[src/rtl/fault_esc_pkg.sv]
package fault_esc_pkg;
  localparam int ST_IACC      = 0;
  localparam int ST_DACC      = 1;
  localparam int ST_MVAL      = 7;
  localparam int ST_PRECISE   = 9;
  localparam int ST_IMPRECISE = 10;
  localparam int ST_STACK     = 12;
  localparam int ST_BVAL      = 15;
  localparam int ST_UNDEF     = 16;
  localparam int ST_INVSTATE  = 17;
  localparam int ST_INVPC     = 18;
  localparam int ST_NOCP      = 19;
  localparam int ST_UNAL      = 24;
  localparam int ST_DIV0      = 25;

  localparam int CT_W        = 5;
  localparam int CT_MEM_EN   = 0;
  localparam int CT_BUS_EN   = 1;
  localparam int CT_USE_EN   = 2;
  localparam int CT_UNAL_TRP = 3;
  localparam int CT_DIV_TRP  = 4;

  localparam int HS_VECT   = 1;
  localparam int HS_FORCED = 30;
  localparam int HS_DBG    = 31;

  localparam logic [2:0] IDX_STATUS = 3'd0;
  localparam logic [2:0] IDX_MADDR  = 3'd1;
  localparam logic [2:0] IDX_BADDR  = 3'd2;
  localparam logic [2:0] IDX_CTRL   = 3'd3;
  localparam logic [2:0] IDX_HARD   = 3'd4;

  localparam logic [2:0] EX_MEM  = 3'd1;
  localparam logic [2:0] EX_BUS  = 3'd2;
  localparam logic [2:0] EX_USE  = 3'd3;
  localparam logic [2:0] EX_HARD = 3'd4;

  typedef struct packed {
    logic iacc;
    logic dacc;
    logic precise;
    logic imprecise;
    logic stack;
    logic undef;
    logic invstate;
    logic invpc;
    logic nocp;
    logic unal;
    logic unal_multi;
    logic div0;
    logic vec;
    logic bkpt;
  } fault_ev_t;

  typedef struct packed {
    logic hard;
    logic usg;
    logic bus;
    logic mem;
  } take_t;
endpackage

[src/rtl/fault_route.sv]
module fault_route
  import fault_esc_pkg::*;
#(
  parameter int DW = 32
) (
  input  logic            clk_i,
  input  logic            rst_ni,
  input  fault_ev_t       ev_i,
  input  logic [CT_W-1:0] ctrl_i,
  input  logic [2:0]      exec_level_i,
  output logic [DW-1:0]   st_set_o,
  output logic [DW-1:0]   hs_set_o,
  output take_t           take_o,
  output logic            lockup_o
);
  logic  mem_ev, bus_ev, usg_ev, hd_ev, any_ev, at_hard;
  logic  unal_ev, div_ev;
  logic  mem_esc, bus_esc, usg_esc, forced;
  logic  lockup_q;
  take_t take_d, take_q;

  assign unal_ev = ev_i.unal_multi | (ev_i.unal & ctrl_i[CT_UNAL_TRP]);
  assign div_ev  = ev_i.div0 & ctrl_i[CT_DIV_TRP];
  assign mem_ev  = ev_i.iacc | ev_i.dacc;
  assign bus_ev  = ev_i.precise | ev_i.imprecise | ev_i.stack;
  assign usg_ev  = ev_i.undef | ev_i.invstate | ev_i.invpc | ev_i.nocp | unal_ev | div_ev;
  assign hd_ev   = ev_i.vec | ev_i.bkpt;
  assign any_ev  = mem_ev | bus_ev | usg_ev | hd_ev;
  assign at_hard = exec_level_i >= EX_HARD;

  // escalate when handler off or already running that handler
  assign mem_esc = mem_ev & (~ctrl_i[CT_MEM_EN] | (exec_level_i == EX_MEM));
  assign bus_esc = bus_ev & (~ctrl_i[CT_BUS_EN] | (exec_level_i == EX_BUS));
  assign usg_esc = usg_ev & (~ctrl_i[CT_USE_EN] | (exec_level_i == EX_USE));
  assign forced  = mem_esc | bus_esc | usg_esc;

  always_comb begin
    st_set_o = '0;
    hs_set_o = '0;
    take_d   = '0;
    if (!lockup_q) begin
      st_set_o[ST_IACC]      = ev_i.iacc;
      st_set_o[ST_DACC]      = ev_i.dacc;
      st_set_o[ST_PRECISE]   = ev_i.precise;
      st_set_o[ST_IMPRECISE] = ev_i.imprecise;
      st_set_o[ST_STACK]     = ev_i.stack;
      st_set_o[ST_UNDEF]     = ev_i.undef;
      st_set_o[ST_INVSTATE]  = ev_i.invstate;
      st_set_o[ST_INVPC]     = ev_i.invpc;
      st_set_o[ST_NOCP]      = ev_i.nocp;
      st_set_o[ST_UNAL]      = unal_ev;
      st_set_o[ST_DIV0]      = div_ev;
      if (!at_hard) begin
        hs_set_o[HS_VECT]   = ev_i.vec;
        hs_set_o[HS_DBG]    = ev_i.bkpt;
        hs_set_o[HS_FORCED] = forced;
        take_d.hard = forced | hd_ev;
        take_d.mem  = ~take_d.hard & mem_ev;
        take_d.bus  = ~take_d.hard & ~mem_ev & bus_ev;
        take_d.usg  = ~take_d.hard & ~mem_ev & ~bus_ev & usg_ev;
      end
    end
  end

  always_ff @(posedge clk_i or negedge rst_ni) begin
    if (!rst_ni) begin
      take_q   <= '0;
      lockup_q <= 1'b0;
    end else begin
      take_q   <= take_d;
      lockup_q <= lockup_q | (any_ev & at_hard);
    end
  end

  assign take_o   = take_q;
  assign lockup_o = lockup_q;

  AST_TAKE_ONEHOT: assert property (@(posedge clk_i) disable iff (!rst_ni)
    $onehot0(take_q)) else $error("take not onehot");
  AST_LOCK_HOLD: assert property (@(posedge clk_i) disable iff (!rst_ni)
    lockup_q |=> lockup_q) else $error("lockup dropped");
  AST_LOCK_QUIET: assert property (@(posedge clk_i) disable iff (!rst_ni)
    lockup_q |=> (take_q == '0)) else $error("take during lockup");
  AST_HARD_ENTRY: assert property (@(posedge clk_i) disable iff (!rst_ni)
    (at_hard && any_ev) |=> lockup_q) else $error("no lockup at hard level");
endmodule

[src/rtl/fault_status_regs.sv]
module fault_status_regs
  import fault_esc_pkg::*;
#(
  parameter int DW = 32,
  parameter int AW = 32
) (
  input  logic            clk_i,
  input  logic            rst_ni,
  input  logic            lock_i,
  input  logic [DW-1:0]   st_set_i,
  input  logic [DW-1:0]   hs_set_i,
  input  logic            mpu_addr_vld_i,
  input  logic [AW-1:0]   mpu_addr_i,
  input  logic [AW-1:0]   bus_addr_i,
  input  logic            reg_we_i,
  input  logic [2:0]      reg_idx_i,
  input  logic [DW/8-1:0] reg_be_i,
  input  logic [DW-1:0]   reg_wdata_i,
  output logic [DW-1:0]   reg_rdata_o,
  output logic [CT_W-1:0] ctrl_o
);
  localparam int NB = DW / 8;
  localparam logic [DW-1:0] ST_IMPL =
    (DW'(1) << ST_IACC) | (DW'(1) << ST_DACC) | (DW'(1) << ST_MVAL) |
    (DW'(1) << ST_PRECISE) | (DW'(1) << ST_IMPRECISE) | (DW'(1) << ST_STACK) |
    (DW'(1) << ST_BVAL) | (DW'(1) << ST_UNDEF) | (DW'(1) << ST_INVSTATE) |
    (DW'(1) << ST_INVPC) | (DW'(1) << ST_NOCP) | (DW'(1) << ST_UNAL) |
    (DW'(1) << ST_DIV0);
  localparam logic [DW-1:0] HS_IMPL =
    (DW'(1) << HS_VECT) | (DW'(1) << HS_FORCED) | (DW'(1) << HS_DBG);

  logic [DW-1:0]   bmask, st_clr, hs_clr, st_full_set;
  logic [DW-1:0]   st_q, hs_q;
  logic [AW-1:0]   maddr_q, baddr_q;
  logic [CT_W-1:0] ctrl_q;
  logic            st_wr, hs_wr, ct_wr, mcap, bcap;

  for (genvar b = 0; b < NB; b++) begin : g_bmask
    assign bmask[b*8 +: 8] = {8{reg_be_i[b]}};
  end

  assign st_wr  = reg_we_i & (reg_idx_i == IDX_STATUS);
  assign hs_wr  = reg_we_i & (reg_idx_i == IDX_HARD);
  assign ct_wr  = reg_we_i & (reg_idx_i == IDX_CTRL);
  assign st_clr = st_wr ? (reg_wdata_i & bmask) : '0;
  assign hs_clr = hs_wr ? (reg_wdata_i & bmask) : '0;

  // capture only while valid is clear or being cleared now
  assign mcap = (st_set_i[ST_IACC] | st_set_i[ST_DACC]) & mpu_addr_vld_i &
                (~st_q[ST_MVAL] | st_clr[ST_MVAL]);
  assign bcap = st_set_i[ST_PRECISE] & (~st_q[ST_BVAL] | st_clr[ST_BVAL]);

  always_comb begin
    st_full_set          = st_set_i;
    st_full_set[ST_MVAL] = mcap;
    st_full_set[ST_BVAL] = bcap;
  end

  for (genvar i = 0; i < DW; i++) begin : g_bits
    if (ST_IMPL[i]) begin : g_st
      always_ff @(posedge clk_i or negedge rst_ni) begin
        if (!rst_ni) st_q[i] <= 1'b0;
        else         st_q[i] <= st_full_set[i] | (st_q[i] & ~st_clr[i]);
      end
    end else begin : g_st0
      assign st_q[i] = 1'b0;
    end
    if (HS_IMPL[i]) begin : g_hs
      always_ff @(posedge clk_i or negedge rst_ni) begin
        if (!rst_ni) hs_q[i] <= 1'b0;
        else         hs_q[i] <= hs_set_i[i] | (hs_q[i] & ~hs_clr[i]);
      end
    end else begin : g_hs0
      assign hs_q[i] = 1'b0;
    end
  end

  always_ff @(posedge clk_i or negedge rst_ni) begin
    if (!rst_ni) begin
      maddr_q <= '0;
      baddr_q <= '0;
      ctrl_q  <= '0;
    end else begin
      if (mcap)  maddr_q <= mpu_addr_i;
      if (bcap)  baddr_q <= bus_addr_i;
      if (ct_wr) ctrl_q  <= (ctrl_q & ~bmask[CT_W-1:0]) | (reg_wdata_i[CT_W-1:0] & bmask[CT_W-1:0]);
    end
  end

  always_comb begin
    case (reg_idx_i)
      IDX_STATUS: reg_rdata_o = st_q;
      IDX_MADDR:  reg_rdata_o = DW'(maddr_q);
      IDX_BADDR:  reg_rdata_o = DW'(baddr_q);
      IDX_CTRL:   reg_rdata_o = DW'(ctrl_q);
      IDX_HARD:   reg_rdata_o = hs_q;
      default:    reg_rdata_o = '0;
    endcase
  end

  assign ctrl_o = ctrl_q;

  AST_MADDR_KEEP: assert property (@(posedge clk_i) disable iff (!rst_ni)
    (st_q[ST_MVAL] && !st_clr[ST_MVAL]) |=> $stable(maddr_q)) else $error("mem addr overwritten");
  AST_BADDR_KEEP: assert property (@(posedge clk_i) disable iff (!rst_ni)
    (st_q[ST_BVAL] && !st_clr[ST_BVAL]) |=> $stable(baddr_q)) else $error("bus addr overwritten");
  AST_LOCK_FROZEN: assert property (@(posedge clk_i) disable iff (!rst_ni)
    (lock_i && !st_wr) |=> $stable(st_q)) else $error("status moved in lockup");
  AST_FORCED_FLAG: assert property (@(posedge clk_i) disable iff (!rst_ni)
    hs_set_i[HS_FORCED] |=> hs_q[HS_FORCED]) else $error("forced not recorded");
endmodule

[src/rtl/fault_esc_unit.sv]
module fault_esc_unit
  import fault_esc_pkg::*;
#(
  parameter int          DW         = 32,
  parameter int          AW         = 32,
  parameter logic [31:0] LOCK_FETCH = 32'hFFFF_FFFE
) (
  input  logic            clk_i,
  input  logic            rst_ni,
  input  logic            mpu_iacc_i,
  input  logic            mpu_dacc_i,
  input  logic            mpu_addr_vld_i,
  input  logic [AW-1:0]   mpu_addr_i,
  input  logic            bus_precise_i,
  input  logic            bus_imprecise_i,
  input  logic            bus_stack_i,
  input  logic [AW-1:0]   bus_addr_i,
  input  logic            dec_undef_i,
  input  logic            dec_invstate_i,
  input  logic            dec_invpc_i,
  input  logic            dec_nocp_i,
  input  logic            dec_unal_i,
  input  logic            dec_unal_multi_i,
  input  logic            dec_div0_i,
  input  logic            vec_fetch_err_i,
  input  logic            bkpt_nodbg_i,
  input  logic [2:0]      exec_level_i,
  input  logic            reg_we_i,
  input  logic [2:0]      reg_idx_i,
  input  logic [DW/8-1:0] reg_be_i,
  input  logic [DW-1:0]   reg_wdata_i,
  output logic [DW-1:0]   reg_rdata_o,
  output logic            take_mem_o,
  output logic            take_bus_o,
  output logic            take_usage_o,
  output logic            take_hard_o,
  output logic            lockup_o,
  output logic [31:0]     lock_fetch_o
);
  fault_ev_t       ev;
  logic [DW-1:0]   st_set, hs_set;
  logic [CT_W-1:0] ctrl;
  take_t           take;
  logic            lockup;

  assign ev = '{iacc: mpu_iacc_i, dacc: mpu_dacc_i, precise: bus_precise_i,
                imprecise: bus_imprecise_i, stack: bus_stack_i, undef: dec_undef_i,
                invstate: dec_invstate_i, invpc: dec_invpc_i, nocp: dec_nocp_i,
                unal: dec_unal_i, unal_multi: dec_unal_multi_i, div0: dec_div0_i,
                vec: vec_fetch_err_i, bkpt: bkpt_nodbg_i};

  fault_route #(.DW(DW)) u_route (
    .clk_i        (clk_i),
    .rst_ni       (rst_ni),
    .ev_i         (ev),
    .ctrl_i       (ctrl),
    .exec_level_i (exec_level_i),
    .st_set_o     (st_set),
    .hs_set_o     (hs_set),
    .take_o       (take),
    .lockup_o     (lockup)
  );

  fault_status_regs #(.DW(DW), .AW(AW)) u_regs (
    .clk_i          (clk_i),
    .rst_ni         (rst_ni),
    .lock_i         (lockup),
    .st_set_i       (st_set),
    .hs_set_i       (hs_set),
    .mpu_addr_vld_i (mpu_addr_vld_i),
    .mpu_addr_i     (mpu_addr_i),
    .bus_addr_i     (bus_addr_i),
    .reg_we_i       (reg_we_i),
    .reg_idx_i      (reg_idx_i),
    .reg_be_i       (reg_be_i),
    .reg_wdata_i    (reg_wdata_i),
    .reg_rdata_o    (reg_rdata_o),
    .ctrl_o         (ctrl)
  );

  assign take_mem_o   = take.mem;
  assign take_bus_o   = take.bus;
  assign take_usage_o = take.usg;
  assign take_hard_o  = take.hard;
  assign lockup_o     = lockup;
  assign lock_fetch_o = lockup ? LOCK_FETCH : 32'h0;

  AST_FETCH_PATTERN: assert property (@(posedge clk_i) disable iff (!rst_ni)
    lockup_o |-> (lock_fetch_o == 32'hFFFF_FFFE)) else $error("bad lock fetch");
endmodule

[config.mk]
export PLATFORM = sky130hd
export DESIGN_NAME = fault_esc_unit
export DESIGN_NICKNAME = d
export VERILOG_FILES = /design/src/rtl/fault_esc_pkg.sv /design/src/rtl/fault_route.sv /design/src/rtl/fault_status_regs.sv /design/src/rtl/fault_esc_unit.sv
export SDC_FILE = /design/constraint.sdc
export NUM_CORES = 1
export LEC_CHECK = 0
export BUFFER_PORTS_ARGS = -buffer_cell sky130_fd_sc_hd__buf_2
export CORE_UTILIZATION = 48
export CTS_CLUSTER_SIZE = 10
export DETAILED_ROUTE_END_ITERATION = 8
export PLACE_DENSITY_LB_ADDON = 0.25
export SLEW_MARGIN = 15
export SYNTH_ARGS = -nofsm -noshare
export SYNTH_HDL_FRONTEND = slang
export SYNTH_SLANG_ARGS = --single-unit
[constraint.sdc]
create_clock -name clk_i -period 3 [get_ports clk_i]
set_input_delay 0.6 -clock clk_i [delete_from_list [all_inputs] [get_ports clk_i]]
set_output_delay 0.6 -clock clk_i [all_outputs]
set_load 0.1 [all_outputs]
==> impl_metrics.py <==
metrics = {
    "synth": {
        "avgSynthCellArea_um2": 12.0,
        "async_flop_share_pct": 100,
        "synth-seq-cells": 90,
        "synth_edf_count": 0,
        "ys_warn_count": 0,
        "synth_top_flop_cell": "dfrtp_1",
        "synth_area_um2": 4600,
        "synthDistinctLibCells": 45,
        "netlist_instances": 384,
        "synth_fp_nets": 508,
        "seq_area_frac_synth_pct": 49.0,
    },
    "place": {
        "placed_area_um2": 5920,
        "portBuffers": 177,
        "post-place-ws_ns": 0.329,
        "gp_congestion": 0.882,
        "place_hpwl_um": 8190,
    },
    "timing": {
        "worstMarginPinSlew_ns": 0.822,
        "slew_headroom_pct": 45.2,
        "fin_crit_ns": 2.57,
        "setup_viol": 0,
        "rsz0062_at_grt": "no",
        "finClkSkew_ns": 0.00937,
        "hold_ws_ns": 0.233,
        "period_share_pct": 85.6,
        "fmax_mhz": 389,
        "hold_viol_final": 0,
        "final-max-slew-violation-count": 0,
        "fin_ws_ns": 0.431,
    },
    "critical_path": {
        "cp_data_arrival_time_ns": 1.97,
        "cpPeakStageDelay_ns": 0.31,
        "crit_required_ns": 2.40,
        "crit_family": "buffers and inverters",
        "critPathSlowestCell": "buf_4",
        "cp_max_fo": 13,
        "start_kind": "primary input",
        "endpoint_kind": "output pin",
        "critPathKind": "in2out",
        "crit_buf_inv": 3,
        "cp_cell_sequence": "buf_2 > buf_4 > mux2i_1 > nor2_1 > a21oi_1 > nor2_2 > buf_12",
    },
    "clock_network": {
        "cts_tree": "built",
        "cts_root_buffer": "clkbuf_8",
        "postCtsResizedCells": 0,
        "cts_made_buffers": 9,
        "cts_buffer_depth": 2,
        "post_cts_buffers": 0,
        "htree_levels": 3,
        "path_clk_slew_ns": 0.09,
        "hold_buffers": 0,
        "clk_latency_ns": 0.35,
        "cts_sinks": 90,
    },
    "finish": {
        "regArea_um2": 2250,
        "final_area_um2": 6110,
        "antennaDiodeCount": 0,
        "final_common_cell": "buf_2",
        "fill_cells": 735,
        "drive_gt1_share_pct": 58.3,
        "syn2layout_area_growth_pct": 32.9,
        "multi_input_area_um2": 2050,
        "layout_common_cells": "145 x buf_2, 90 x dfrtp_1, 42 x mux2_2",
        "nNetsFinal": 652,
    },
    "floorplan": {
        "design.core.area_um2": 9240,
        "initial_core_util_pct": 49.8,
        "io-pin-count": 193,
        "die_y_um": 99.9,
        "die_area_um2": 9980,
        "die_x_um": 99.9,
        "rows": 35,
    },
    "drt": {
        "final_antenna_net_count": 0,
        "post-route-drc-count": 0,
        "wl_per_cell_um": 16.8,
        "viasPerCell": 5.18,
        "drtIter0Drc": 96,
        "drt_first_pass_iters": 4,
        "routed_wl_um": 11100,
        "route.vias.total": 3427,
    },
    "pwr": {
        "internal_power_mw": 1.77,
        "p_seq_share_pct": 52.9,
        "clkPwrFrac_pct": 34.3,
        "power_mw": 2.39,
        "ir_drop_mv": 0.325,
        "power.density_nw_per_um2": 390,
        "netSwitchingFraction_pct": 25.8,
        "power.switching_uw": 617,
        "comb_power_share_pct": 12.7,
        "power_leakage_nw": 3.03,
    },
    "global_route": {
        "grt_usage_pct": 23.1,
        "antenna_found_initial": 0,
        "grt_pass1_wl_um": 17700,
        "gr-total-overflow": 0,
        "grt_max_degree": 49,
        "grt_pass1_vias": 3501,
    },
    "run": {
        "maxCapViolCount": 0,
    },
    "hold_path": {
        "min_path_type": "in2async",
    },
    "status": {
        "status": "complete, no violations",
    },
}
worst reg2reg max path, cell delays in order, from the launching register on:
cell and delay [ns]:
dfrtp_1 0.89, and2b_1 0.31, nand2_4 0.50, mux2_2 0.42
sequential cells by signal, summed over array words and instances (netlist names), named ones only:
name	count
u_regs.hs_q	3
u_regs.baddr_q	32
u_regs.st_q	13
u_route.take_o	4
u_route.lockup_o	1
u_regs.maddr_q	32
per-stage QoR:
| step | setup TNS [ns] | instances | util [%] |
|---|---|---|---|
| 2_1_floorplan | -0.0315 | 384 | - |
| 3_3_place_gp | 0 | 646 | 64.1 |
| 3_5_place_dp | 0 | 646 | 64.1 |
| 4_1_cts | 0 | 661 | 66.1 |
| 5_1_grt | 0 | 661 | 66.1 |
| 6_report | 0 | 661 | 66.1 |
cell families after synthesis:
logic type      after synthesis  synth area share (%)
buf+inv                      54                  8.11
simple gates                 96                  10.6
compound gates               58                  9.00
mux                          85                  23.2
flops                        90                  49.0
other cells                   1                0.0815
synth_stat cells, types with 2 or more instances:
library cell | number | area share [%]
nor2_1 | 44 | 3.6
dfrtp_1 | 90 | 49
nor2b_1 | 6 | 0.82
clkbuf_1 | 9 | 0.73
nand3_1 | 7 | 0.76
nand2_1 | 20 | 1.6
buf_2 | 4 | 0.44
a22oi_1 | 21 | 3.4
or3b_2 | 2 | 0.38
mux2_4 | 30 | 9.8
nor3_1 | 2 | 0.22
buf_4 | 32 | 5.2
mux2_2 | 42 | 10
mux2i_1 | 11 | 2.4
a21oi_1 | 14 | 1.5
nor4_2 | 2 | 0.54
o21ai_0 | 4 | 0.44
a22o_1 | 10 | 1.9
and2_1 | 3 | 0.41
buf_6 | 6 | 1.5
layout make-up:
class | instances | area share, %
tap | 129 | 2.64
sequential | 90 | 36.8
timing repair buffer | 185 | 23.7
multi-input combinational | 240 | 33.5
inverter | 2 | 0.123
clock buffer | 10 | 2.25
clock inverter | 5 | 0.901
worst paths after layout:
check	startpoint	to	slack (ns)	cells after the start
setup / recovery	reg_idx_i[1]	reg_rdata_o[10]	0.43	7
hold / removal	rst_ni	u_regs.st_q[17]$_DFF_PN0_	0.23	1
setup reg to reg	u_route.lockup_o$_DFF_PN0_	u_regs.baddr_q[1]$_DFFE_PN0P_	0.79	3
hold reg to reg	u_regs.st_q[9]$_DFF_PN0_	u_regs.st_q[9]$_DFF_PN0_	0.49	1
max in group asynchronous	rst_ni	u_regs.baddr_q[5]$_DFFE_PN0P_	2.11	2
min in group clk_i	mpu_addr_i[3]	u_regs.maddr_q[3]$_DFFE_PN0P_	0.46	2
layer usage:
layer | wire length, um | global-route usage (%) | vias up
li1 | - | - | 1604
met1 | 4980 | 30.4 | 1710
met2 | 5470 | 38.5 | 101
met3 | 546 | 6.27 | 12
met4 | 131 | 4.98 | 0
met5 | 0 | 0 | -
power groups by stage:
stage	clock network [mW]	registers, mW	logic (mW)
floorplan	0	1.28	0.151
global placement	0	1.29	0.301
detailed placement	0	1.29	0.306
CTS	0.845	1.26	0.306
global route	0.886	1.27	0.329
finish	0.819	1.26	0.304
(Power assumes the default switching activity.)
